**config.mk**
```make
export PLATFORM = sky130hd
export DESIGN_NAME = pbus_engine
export DESIGN_NICKNAME = d
export VERILOG_FILES = /design/src/rtl/pbus_pkg.sv /design/src/rtl/pbus_regs.sv /design/src/rtl/pbus_seq.sv /design/src/rtl/pbus_engine.sv
export SDC_FILE = /design/constraint.sdc
export NUM_CORES = 1
export LEC_CHECK = 0
export CORE_UTILIZATION = 47
export CTS_CLUSTER_SIZE = 20
export DETAILED_ROUTE_END_ITERATION = 10
export PLACE_DENSITY = 0.82
export SLEW_MARGIN = 10
export SYNTH_ARGS = -nofsm -noshare
export SYNTH_HDL_FRONTEND = slang
export SYNTH_SLANG_ARGS = --single-unit
```
**constraint.sdc**
```tcl
create_clock -name clk -period 5.4 [get_ports clk]
set_input_delay 1.35 -clock clk [delete_from_list [all_inputs] [get_ports clk]]
set_output_delay 1.35 -clock clk [all_outputs]
set_load 0.01 [all_outputs]
```
**src/rtl/pbus_pkg.sv**
```systemverilog
package pbus_pkg;
  localparam int unsigned HOST_AW = 3;
  localparam logic [HOST_AW-1:0] A_WSTAGE = 3'd0;
  localparam logic [HOST_AW-1:0] A_WGO    = 3'd1;
  localparam logic [HOST_AW-1:0] A_RDATA  = 3'd2;
  localparam logic [HOST_AW-1:0] A_RGO    = 3'd3;
  localparam logic [HOST_AW-1:0] A_STATUS = 3'd4;
  localparam int unsigned VALID_BIT = 28;
  localparam int unsigned KIND_BIT  = 24;
  localparam int unsigned ARM_BIT   = 24;
  localparam int unsigned GO_BIT    = 0;
  localparam int unsigned PSEL_BIT  = 1;
  localparam int unsigned BUSY_BIT  = 1;
  typedef enum logic [1:0] {S_IDLE, S_SETUP, S_ACT, S_DONE} seq_state_t;
endpackage

```
**src/rtl/pbus_regs.sv**
```systemverilog
module pbus_regs
  import pbus_pkg::*;
#(
  parameter int unsigned DATA_W = 18
) (
  input  logic               clk,
  input  logic               rst_n,
  input  logic               host_we,
  input  logic [HOST_AW-1:0] host_addr,
  input  logic [31:0]        host_wdata,
  output logic [31:0]        host_rdata,
  input  logic               busy,
  input  logic               cap_en,
  input  logic [DATA_W-1:0]  cap_data,
  output logic [31:0]        staged,
  output logic               start_wr,
  output logic               start_rd,
  output logic               sel
);
  logic [31:0]       staged_q;
  logic              arm_q, arm_d;
  logic [DATA_W-1:0] cap_q;
  logic              staged_en, arm_wr;

  always_comb begin
    staged_en = host_we && (host_addr == A_WSTAGE) && !busy;
    arm_wr    = host_we && (host_addr == A_RDATA) && !busy;
    start_wr  = host_we && (host_addr == A_WGO) && host_wdata[GO_BIT]
                && !busy && staged_q[VALID_BIT];
    start_rd  = host_we && (host_addr == A_RGO) && host_wdata[GO_BIT]
                && !busy && arm_q;
    sel       = host_wdata[PSEL_BIT];
    arm_d     = arm_q;
    if (start_rd)    arm_d = 1'b0;
    else if (arm_wr) arm_d = host_wdata[ARM_BIT];
  end

  always_comb begin
    host_rdata = '0;
    case (host_addr)
      A_WSTAGE: host_rdata = staged_q;
      A_RDATA:  host_rdata[DATA_W-1:0] = cap_q;
      A_STATUS: host_rdata[BUSY_BIT] = busy;
      default:  host_rdata = '0;
    endcase
  end

  always_ff @(posedge clk or negedge rst_n) begin
    if (!rst_n) begin
      staged_q <= '0;
      arm_q    <= 1'b0;
      cap_q    <= '0;
    end else begin
      if (staged_en) staged_q <= host_wdata;
      arm_q <= arm_d;
      if (cap_en) cap_q <= cap_data;
    end
  end

  assign staged = staged_q;
endmodule

```
**src/rtl/pbus_seq.sv**
```systemverilog
module pbus_seq
  import pbus_pkg::*;
#(
  parameter int unsigned STROBE_CYC = 2
) (
  input  logic       clk,
  input  logic       rst_n,
  input  logic       start_wr,
  input  logic       start_rd,
  input  logic       sel,
  input  logic       stage_rs,
  output logic       busy,
  output logic [1:0] cs_n,
  output logic       rs,
  output logic       wr_n,
  output logic       rd_n,
  output logic       oe,
  output logic       cap_en
);
  localparam int unsigned CNT_W = (STROBE_CYC < 2) ? 1 : $clog2(STROBE_CYC);
  localparam logic [CNT_W-1:0] CNT_LOAD = CNT_W'(STROBE_CYC - 1);

  seq_state_t       state_q, state_d;
  logic [CNT_W-1:0] cnt_q, cnt_d;
  logic             rd_q, rd_d, sel_q, sel_d, rs_q, rs_d;
  logic             in_act, last_act;

  always_comb begin
    state_d = state_q;
    cnt_d   = cnt_q;
    rd_d    = rd_q;
    sel_d   = sel_q;
    rs_d    = rs_q;
    case (state_q)
      S_IDLE: if (start_wr || start_rd) begin
        state_d = S_SETUP;
        rd_d    = start_rd;
        sel_d   = sel;
        rs_d    = start_rd ? 1'b1 : stage_rs;
      end
      S_SETUP: begin
        state_d = S_ACT;
        cnt_d   = CNT_LOAD;
      end
      S_ACT: begin
        if (cnt_q == '0) state_d = S_DONE;
        else             cnt_d   = cnt_q - 1'b1;
      end
      default: state_d = S_IDLE;
    endcase
  end

  always_ff @(posedge clk or negedge rst_n) begin
    if (!rst_n) begin
      state_q <= S_IDLE;
      cnt_q   <= '0;
      rd_q    <= 1'b0;
      sel_q   <= 1'b0;
      rs_q    <= 1'b0;
    end else begin
      state_q <= state_d;
      cnt_q   <= cnt_d;
      rd_q    <= rd_d;
      sel_q   <= sel_d;
      rs_q    <= rs_d;
    end
  end

  always_comb begin
    busy     = (state_q != S_IDLE);
    in_act   = (state_q == S_ACT);
    last_act = in_act && (cnt_q == '0);
    cs_n     = 2'b11;
    if (busy) cs_n[sel_q] = 1'b0;
    rs       = busy ? rs_q : 1'b0;
    wr_n     = !(in_act && !rd_q);
    rd_n     = !(in_act && rd_q);
    oe       = busy && !rd_q;
    cap_en   = last_act && rd_q;
  end
endmodule

```
**src/rtl/pbus_engine.sv**
```systemverilog
module pbus_engine
  import pbus_pkg::*;
#(
  parameter int unsigned DATA_W     = 18,
  parameter int unsigned STROBE_CYC = 2
) (
  input  logic               clk,
  input  logic               rst_n,
  input  logic               host_we,
  input  logic [HOST_AW-1:0] host_addr,
  input  logic [31:0]        host_wdata,
  output logic [31:0]        host_rdata,
  output logic [1:0]         panel_cs_n,
  output logic               panel_rs,
  output logic               panel_wr_n,
  output logic               panel_rd_n,
  output logic               panel_oe,
  output logic [DATA_W-1:0]  panel_dout,
  input  logic [DATA_W-1:0]  panel_din
);
  logic [1:0]  rst_sync_q;
  logic        rst_core_n;
  logic        busy_w, cap_en_w, start_wr_w, start_rd_w, sel_w;
  logic [31:0] staged_w;

  always_ff @(posedge clk or negedge rst_n) begin
    if (!rst_n) rst_sync_q <= 2'b00;
    else        rst_sync_q <= {rst_sync_q[0], 1'b1};
  end
  assign rst_core_n = rst_sync_q[1];

  pbus_regs #(.DATA_W(DATA_W)) regs_i (
    .clk(clk), .rst_n(rst_core_n), .host_we(host_we), .host_addr(host_addr),
    .host_wdata(host_wdata), .host_rdata(host_rdata), .busy(busy_w),
    .cap_en(cap_en_w), .cap_data(panel_din), .staged(staged_w),
    .start_wr(start_wr_w), .start_rd(start_rd_w), .sel(sel_w)
  );

  pbus_seq #(.STROBE_CYC(STROBE_CYC)) seq_i (
    .clk(clk), .rst_n(rst_core_n), .start_wr(start_wr_w), .start_rd(start_rd_w),
    .sel(sel_w), .stage_rs(staged_w[KIND_BIT]), .busy(busy_w), .cs_n(panel_cs_n),
    .rs(panel_rs), .wr_n(panel_wr_n), .rd_n(panel_rd_n), .oe(panel_oe),
    .cap_en(cap_en_w)
  );

  assign panel_dout = panel_oe ? staged_w[DATA_W-1:0] : '0;
endmodule

```
# After elaboration in Yosys (flattened, before gate mapping)
# Cells that the tools add are included.
[op_classes]
mux = 17
order_cmp = 2
reduce_logical = 30
add_sub_neg = 1
n_eq_ne = 8
bitwise = 2
[ops]
columns = ["operator", "n"]
rows = [
  ["case mux 16 bit (2 select lines)", 1],
  ["logical AND 1 bit", 18],
  ["two-way mux 18 bit", 1],
  ["two-way mux 14 bit", 1],
  ["equality test 3 x 2 -> 1 bit, second input constant", 2],
  ["two-way mux 1 bit", 6],
  ["two-way mux 2 bit", 3],
  ["case mux 2 bit (3 select lines)", 1],
  ["nonzero test 2 bit", 3],
  ["zero test 1 bit", 4],
  ["case mux 1 bit (2 select lines)", 2],
  ["AND reduction 2 bit", 2],
  ["equality test 3 x 1 -> 1 bit, second input constant", 1],
  ["equality test 3 bit, second input constant", 1],
  ["zero test 3 bit", 1],
  ["case mux 1 bit (3 select lines)", 1],
  ["equality test 2 x 1 -> 1 bit, second input constant", 1],
  ["equality test 2 bit, second input constant", 1],
  ["zero test 2 bit", 1],
  ["less-than comparator 1 x 2 -> 1 bit, second input constant", 1],
  ["!= test 2 x 1 -> 1 bit, second input constant", 1],
  ["!= test 2 bit, second input constant", 1],
  ["inverter 2 bit", 1],
  ["demux 1 bit (select 1 bit)", 1],
  ["4 further kinds", 4],
]
[totals]
wordCells = 69
output_inout_bits = 56
input_bits = 56
reg_bits = 59

# Logic depth before layout (Yosys ltp)
# Gate-level depths: netlist of run 1.
[depth]
word_depth = 8
depth_mapped = 6
ltp_nobuf = 5

# By module
# From an unflattened synthesis of run 1, not the netlist that was laid out.
[hier_totals]
hier_cells = 215
area_unflattened_um2 = 2919.0
[modules_own_cells]
columns = ["module", "area_per_inst_um2", "seq_area_each_um2", "instances", "cells_per_inst"]
rows = [
  ["pbus_regs", 2383.5, 1276.2, 1, 160],
  ["pbus_seq", 340.3, 150.1, 1, 33],
  ["pbus_engine", 195.2, 50.0, 1, 22],
]

# Worst setup path before layout of run 1
# No wires, ideal clock.
[synth_timing]
path_kind = "in2out"
startpoint = "input host_addr[0]"
endpoint = "output host_rdata[0]"
slack_ns = 1.927
path_stages = 3
path_buffers = 1
t_required_ns = 4.050
t_arrival_ns = 2.123
cell_sequence = "nor3b_2 > buf_2 > a22o_1"
[synth_between]
elab_chain_cells = 2
word_cells_on_any_way = 3
classes_between = "eq/ne (1); mux (1); reduce/logical (1)"
[synth_lines]
columns = ["element", "line", "rtl"]
rows = [
  ["start: declaration", "pbus_engine.sv:10", "input logic [HOST_AW-1:0] host_addr,"],
  ["equality test 3 x 2 -> 1 bit / zero test 3 bit (equally long branches)", "pbus_regs.sv:40", "case (host_addr)"],
  ["case mux 1 bit (2 select lines) (*)", "pbus_regs.sv:40", ""],
  ["end: declaration", "pbus_engine.sv:12", "output logic [31:0] host_rdata,"],
]
# Mark *: on every way between the ends. The rest lies on a longest branch, timed or not.

# Final worst setup path of run 1
[layout_timing]
startpoint = "input host_addr[1]"
endpoint = "output host_rdata[13]"
[layout_between]
elab_chain_cells = 2
word_cells_on_any_way = 3
classes_between = "eq/ne (1); mux (1); reduce/logical (1)"
[layout_lines]
columns = ["element", "line"]
rows = [
  ["equality test 3 x 2 -> 1 bit / zero test 3 bit (equally long branches)", "pbus_regs.sv:40"],
  ["case mux 16 bit (2 select lines) (*)", "pbus_regs.sv:40"],
]
# Marks and branches as above.

==> results of run 1 <==
[cell usage after synthesis]
library cell / instances / area (um^2)
buf_4: 1 / 7.51
and4_1: 1 / 8.76
mux2i_1: 2 / 20.0
buf_8: 3 / 45.0
conb_1: 1 / 3.75
mux2_2: 22 / 248
nand2b_1: 5 / 31.3
buf_2: 3 / 15.0
a2bb2oi_1: 1 / 8.76
nand3_2: 1 / 10.0
a21boi_0: 1 / 7.51
a21oi_1: 3 / 15.0
dfrtp_1: 59 / 1480
nor2_1: 2 / 7.51
nand2_1: 4 / 15.0
nor2b_1: 2 / 12.5
inv_1: 5 / 18.8
or3_1: 1 / 6.26
a22o_1: 17 / 149
o2bb2ai_1: 1 / 8.76
a31oi_1: 2 / 12.5
nor3b_2: 1 / 12.5
nand3_1: 3 / 15.0
and3_1: 1 / 6.26
and4b_1: 1 / 10.0
ha_1: 2 / 25.0
o221ai_1: 1 / 8.76
mux2_4: 30 / 450
nor3_2: 1 / 10.0
o21ai_0: 2 / 10.0
and2_1: 33 / 206
nand4b_1: 1 / 8.76
clkbuf_1: 5 / 18.8
or2_2: 1 / 6.26
a21o_1: 1 / 7.51
[flip-flops by register name (all words and copies together) (netlist names)]
register	flops
regs_i.staged	32
regs_i.cap_q	18
rst_sync_q	2
seq_i.state_q	2
regs_i.arm_q	1
seq_i.cnt_q	1
seq_i.rd_q	1
seq_i.rs_q	1
seq_i.sel_q	1
[final cells by class]
| class | instances | area, um^2 |
|---|---|---|
| Inverter | 5 | 18.8 |
| Sequential cell | 59 | 1480 |
| Timing Repair Buffer | 115 | 1140 |
| Fill cell | 433 | 1680 |
| Clock buffer | 11 | 141 |
| Tap cell | 75 | 93.8 |
| Multi-Input combinational cell | 144 | 1350 |
| Clock inverter | 5 | 52.6 |
[layer usage]
metal | wire length, um | global-route usage, % | up-vias
li1 | - | - | 1001
met1 | 3060 | 28.8 | 1057
met2 | 3410 | 38.2 | 87
met3 | 476 | 7.75 | 7
met4 | 56 | 7.68 | 0
met5 | 0 | 0 | -
[final timing paths]
path / from / to / slack (ns) / depth (start not counted)
worst max-delay path: host_addr[1] / host_rdata[13] / 0.55 / 5
worst min-delay path: rst_sync_q[1]$_DFF_PN0_ / regs_i.staged[16]$_DFFE_PN0P_ / 0.28 / 0
worst max register to register: seq_i.state_q[1]$_DFFE_PN0P_ / regs_i.staged[31]$_DFFE_PN0P_ / 3.00 / 4
worst min register to register: rst_sync_q[1]$_DFF_PN0_ / regs_i.staged[16]$_DFFE_PN0P_ / 0.28 / 0
max in group asynchronous: rst_n / rst_sync_q[1]$_DFF_PN0_ / 4.10 / 1
min in group clk: rst_sync_q[0]$_DFF_PN0_ / rst_sync_q[1]$_DFF_PN0_ / 0.35 / 0
[cell families (layout without fill, tap and decap cells)]
logic type      after synthesis  in the layout  share of synthesized area, %
simple gates                 58             58                          12.5
mux                          54             54                          24.6
buf+inv                      17            136                          3.60
other cells                   1              1                         0.128
compound gates               29             29                          7.79
flops                        59             59                          50.5
fa+ha+maj                     2              2                         0.856
[per-stage QoR]
stage	total power, uW	hold WS (ns)	instances
final	2040	0.276	414
after CTS	2050	0.303	414
after detailed placement	1640	0.298	398
after floorplan	1260	0.331	220
after global routing	2160	0.328	414
after global placement	1620	0.291	398
[report_power, final]
part / switching, uW / internal (uW)
clock network: 170 / 223
logic: 298 / 551
registers: 145 / 650
==> out/results.txt, run 1 <==
Core Rows = 28
Syn Inst Count = 220
H-tree depth = 3
Top cell by count, worst path = clkdlybuf4s50_1
Post-detailed-route wirelength per cell = 16.9 um
Gr usage total = 23.3%
Util after Layout = 71.8%
# resized after CTS = 0
Bufs and invs on worst path = 3
Final Hold Vio Count = 0
Slew HR = 27.0%
Global-route wire length before repair = 11100 um
Sequential share of the synthesized area = 50.5%
Postcts setup bufs = 0
Hold Path Class = register to asynchronous set/reset pin
Clock slew at reported path FFs = 0.07 ns
Netlist area before placement = 0.00292 mm^2
Slowest stage cell, crit path = clkdlybuf4s50_1
Commonest non-fill, non-tap cell in the layout = clkdlybuf4s50_1
First drt pass iteration count = 5
Yosys warnings = 0
Drt total wl = 7000 um
Placed Instance Area = 0.00408 mm^2
Die area = 0.00654 mm^2
Cts bufs inserted = 9
Yosys cell types = 35
Cell family with most CP delay = buffers and inverters
Minimum clock period = 4.85 ns
Port bufs = 111
# IOs = 112
Slew Viols, Final = 0
Clock Path Buffers = 2
PD cells = 477 mW/mm^2
Via count = 2152
Pleak = 0.00184 uW
Final clock skew = 0.00608 ns
Clk sinks = 59
Share of layout cells above drive strength 1 = 22.7%
Crit-path cells = clkdlybuf4s50_1 > nor3b_2 > buf_4 > a22o_1 > clkdlybuf4s50_1
Max cap viols = 0
DR DRC count = 0
CP max stage delay = 0.65 ns
Critical Path Source Type = input pin
Syn_area_per_cell = 13.3 um^2
Post-DRT Antenna Nets = 0
Ant. Diodes = 0
CTS tree = yes
Root buffer cell = clkbuf_8
Worst slack at placement = 0.570 ns
Syn nets = 278
Critical Path RT = 4.05 ns
RSZ-0062 raised after global routing = no
Starting Density = 49.1%
Clock Latency Late Sink = 0.33 ns
Fmax = 206 MHz
Design Area, Final = 0.00427 mm^2
Post-detail-place hpwl = 4860 um
Initial drt markers = 106
Final Net Count = 392
Core area = 0.00596 mm^2
# setup viols final = 0
Initial antenna violation count = 0
Fin worst setup slack = 0.553 ns
Worst slew pin tran = 1.09 ns
Critical path peak fanout = 12
Hold Buf Count CTS = 0
Final Cycle Share = 89.8%
Max IR drop VDD = 0.294 mV
Crit end category = output port
GRT overflow = 0
Largest net degree at the start of global routing = 33
Die W = 80.9 um
Synthesis-to-layout area growth = 46.2%
Routability-driven placement congestion ratio = 0.753
Most frequent cells in the layout = 111 x clkdlybuf4s50_1, 58 x dfrtp_1, 33 x and2_1
Number of synthesized register bits = 59
Arr. time, crit path = 3.50 ns
Setup TNS = 0 ns
Vias in the first global route = 2228
Kind of critical path = input pin to output port
Die H = 80.9 um
Vias per Instance = 5.20
Status = finished, final reports clean
Power figures use the tool's default switching activity.
==> run 2: changes to the inputs <==
--- a/config.mk
+++ b/config.mk
@@ -5,6 +5,7 @@
 export SDC_FILE = /design/constraint.sdc
 export NUM_CORES = 1
 export LEC_CHECK = 0
+export CORE_MARGIN = 5
 export CORE_UTILIZATION = 47
 export CTS_CLUSTER_SIZE = 20
 export DETAILED_ROUTE_END_ITERATION = 10
==> out/results.txt, run 2 (synthesis results as in run 1) <==
Fin worst setup slack = 0.850 ns
Commonest non-fill, non-tap cell in the layout = clkdlybuf4s50_1
Combinational share of power = 40.5%
DR DRC count = 0
Slew Viols, Final = 0
Crit-path cells = clkdlybuf4s50_1 > nor3b_2 > buf_4 > a22o_1 > clkdlybuf4s50_1
Clock slew at reported path FFs = 0.07 ns
Max reg flops = 32
Slew HR = 25.7%
Placed Instances = 398
Kind of critical path = input pin to output port
Filler instances = 419
H-tree depth = 3
Most frequent cells in the layout = 111 x clkdlybuf4s50_1, 58 x dfrtp_1, 33 x and2_1
FF+latch area = 0.00148 mm^2
Part of the power in registers = 37.2%
Initial drt markers = 66
Hold Path Class = register to asynchronous set/reset pin
Slowest stage cell, crit path = clkdlybuf4s50_1
Die area = 0.00790 mm^2
Finished Layout Cells = 414
R2R depth = 4
Fmax = 220 MHz
Die W = 88.9 um
RSZ-0062 raised after global routing = no
# setup viols final = 0
First drt pass iteration count = 5
Final clock skew = 0.00850 ns
Root buffer cell = clkbuf_8
Largest net degree at the start of global routing = 38
Postcts setup bufs = 0
Post-detailed-route wirelength per cell = 17.5 um
Max cap viols = 0
Vias in the first global route = 2382
Critical Path Source Type = input pin
Minimum clock period = 4.55 ns
Top cell by count, worst path = clkdlybuf4s50_1
Initial antenna violation count = 0
CP startpoint = host_addr[1]
Crit end category = output port
Vias per Instance = 5.19
Arr. time, crit path = 3.20 ns
Via count = 2150
# IOs = 112
Gr usage total = 19.9%
CP max stage delay = 0.64 ns
Port bufs = 111
Reg2Reg Setup Slack = 2.99 ns
CTS tree = yes
Worst slew pin tran = 1.11 ns
Final Hold Vio Count = 0
Final Net Count = 392
Final Cycle Share = 84.3%
Post-detail-place hpwl = 5160 um
PD cells = 489 mW/mm^2
Post-DRT Antenna Nets = 0
Reg2reg end = regs_i.staged[16]$_DFFE_PN0P_
Global-route wire length before repair = 11800 um
Clk sinks = 59
Worst slack at placement = 0.872 ns
Cts bufs inserted = 9
R2r startpoint = seq_i.state_q[0]$_DFFE_PN0P_
P_int = 1500 uW
Core Rows = 28
Clock Latency Late Sink = 0.32 ns
Final Total Pwr = 2110 uW
Die H = 88.9 um
Hold Buf Count CTS = 0
Crit path to = host_rdata[6]
GRT overflow = 0
Synthesis-to-layout area growth = 47.7%
Critical path peak fanout = 17
Critical Path RT = 4.05 ns
Clock Power Share = 22.3%
Drt total wl = 7240 um
Setup TNS = 0 ns
Share of layout cells above drive strength 1 = 22.7%
Status = finished, final reports clean
Core area = 0.00599 mm^2
Pleak = 0.00186 uW
Starting Density = 48.8%
Area of the multi-input gates = 0.00135 mm^2
Ant. Diodes = 0
Max IR drop VDD = 0.303 mV
Sw Share = 29.0%
Routability-driven placement congestion ratio = 0.759
Clock Path Buffers = 2
NetSw = 611 uW
# resized after CTS = 0
run 2: per-stage QoR:
step           utilization, %  hold WS, ns  area [um^2]
5_1_grt                  72.1        0.266         4320
3_3_place_gp             68.1        0.237         4080
2_1_floorplan               -        0.331         2920
4_1_cts                  72.1        0.237         4320
6_report                 72.1        0.214         4320
3_5_place_dp             68.1        0.237         4080
run 2: worst min path at each step:
stage                                               end  cells past startpoint                     from  slack [ns]
after floorplan                 rst_sync_q[1]$_DFF_PN0_                      0  rst_sync_q[0]$_DFF_PN0_        0.33
after global placement    regs_i.staged[17]$_DFFE_PN0P_                      0  rst_sync_q[1]$_DFF_PN0_        0.24
after detailed placement  regs_i.staged[17]$_DFFE_PN0P_                      0  rst_sync_q[1]$_DFF_PN0_        0.24
after CTS                      regs_i.arm_q$_DFFE_PN0P_                      0  rst_sync_q[1]$_DFF_PN0_        0.24
after global routing           regs_i.arm_q$_DFFE_PN0P_                      0  rst_sync_q[1]$_DFF_PN0_        0.27
final                          regs_i.arm_q$_DFFE_PN0P_                      0  rst_sync_q[1]$_DFF_PN0_        0.21
run 2: cell type report:
class,instances,area share [%]
multi-input cells,144,31.2
inverters,5,0.435
repair buffers,115,26.4
clock buffers,13,3.91
well taps,75,2.17
flip-flops and latches,59,34.2
clock inverters,3,1.59
run 2: metal layers:
metal  part of all wire [%]  global-route usage (%)  wire [um]
met1                     40                    24.6       2920
met2                     49                    31.8       3570
met5                      0                       0          0
met4                    1.0                    7.55         76
met3                    9.4                    7.26        679
run 2: worst max-delay path: cells and delay by family:
family / cells / cell delay [ns]
AO/OA/AOI/OAI: 1 / 0.18
buffers and inverters: 3 / 1.45
AND/OR/NAND/NOR: 1 / 0.22
run 2: power groups by stage:
stage / clock network, uW / registers [uW] / logic [uW]
2_1_floorplan: 0 / 746 / 510
3_3_place_gp: 0 / 783 / 836
3_5_place_dp: 0 / 786 / 861
4_1_cts: 480 / 784 / 865
5_1_grt: 502 / 811 / 926
6_report: 471 / 785 / 855
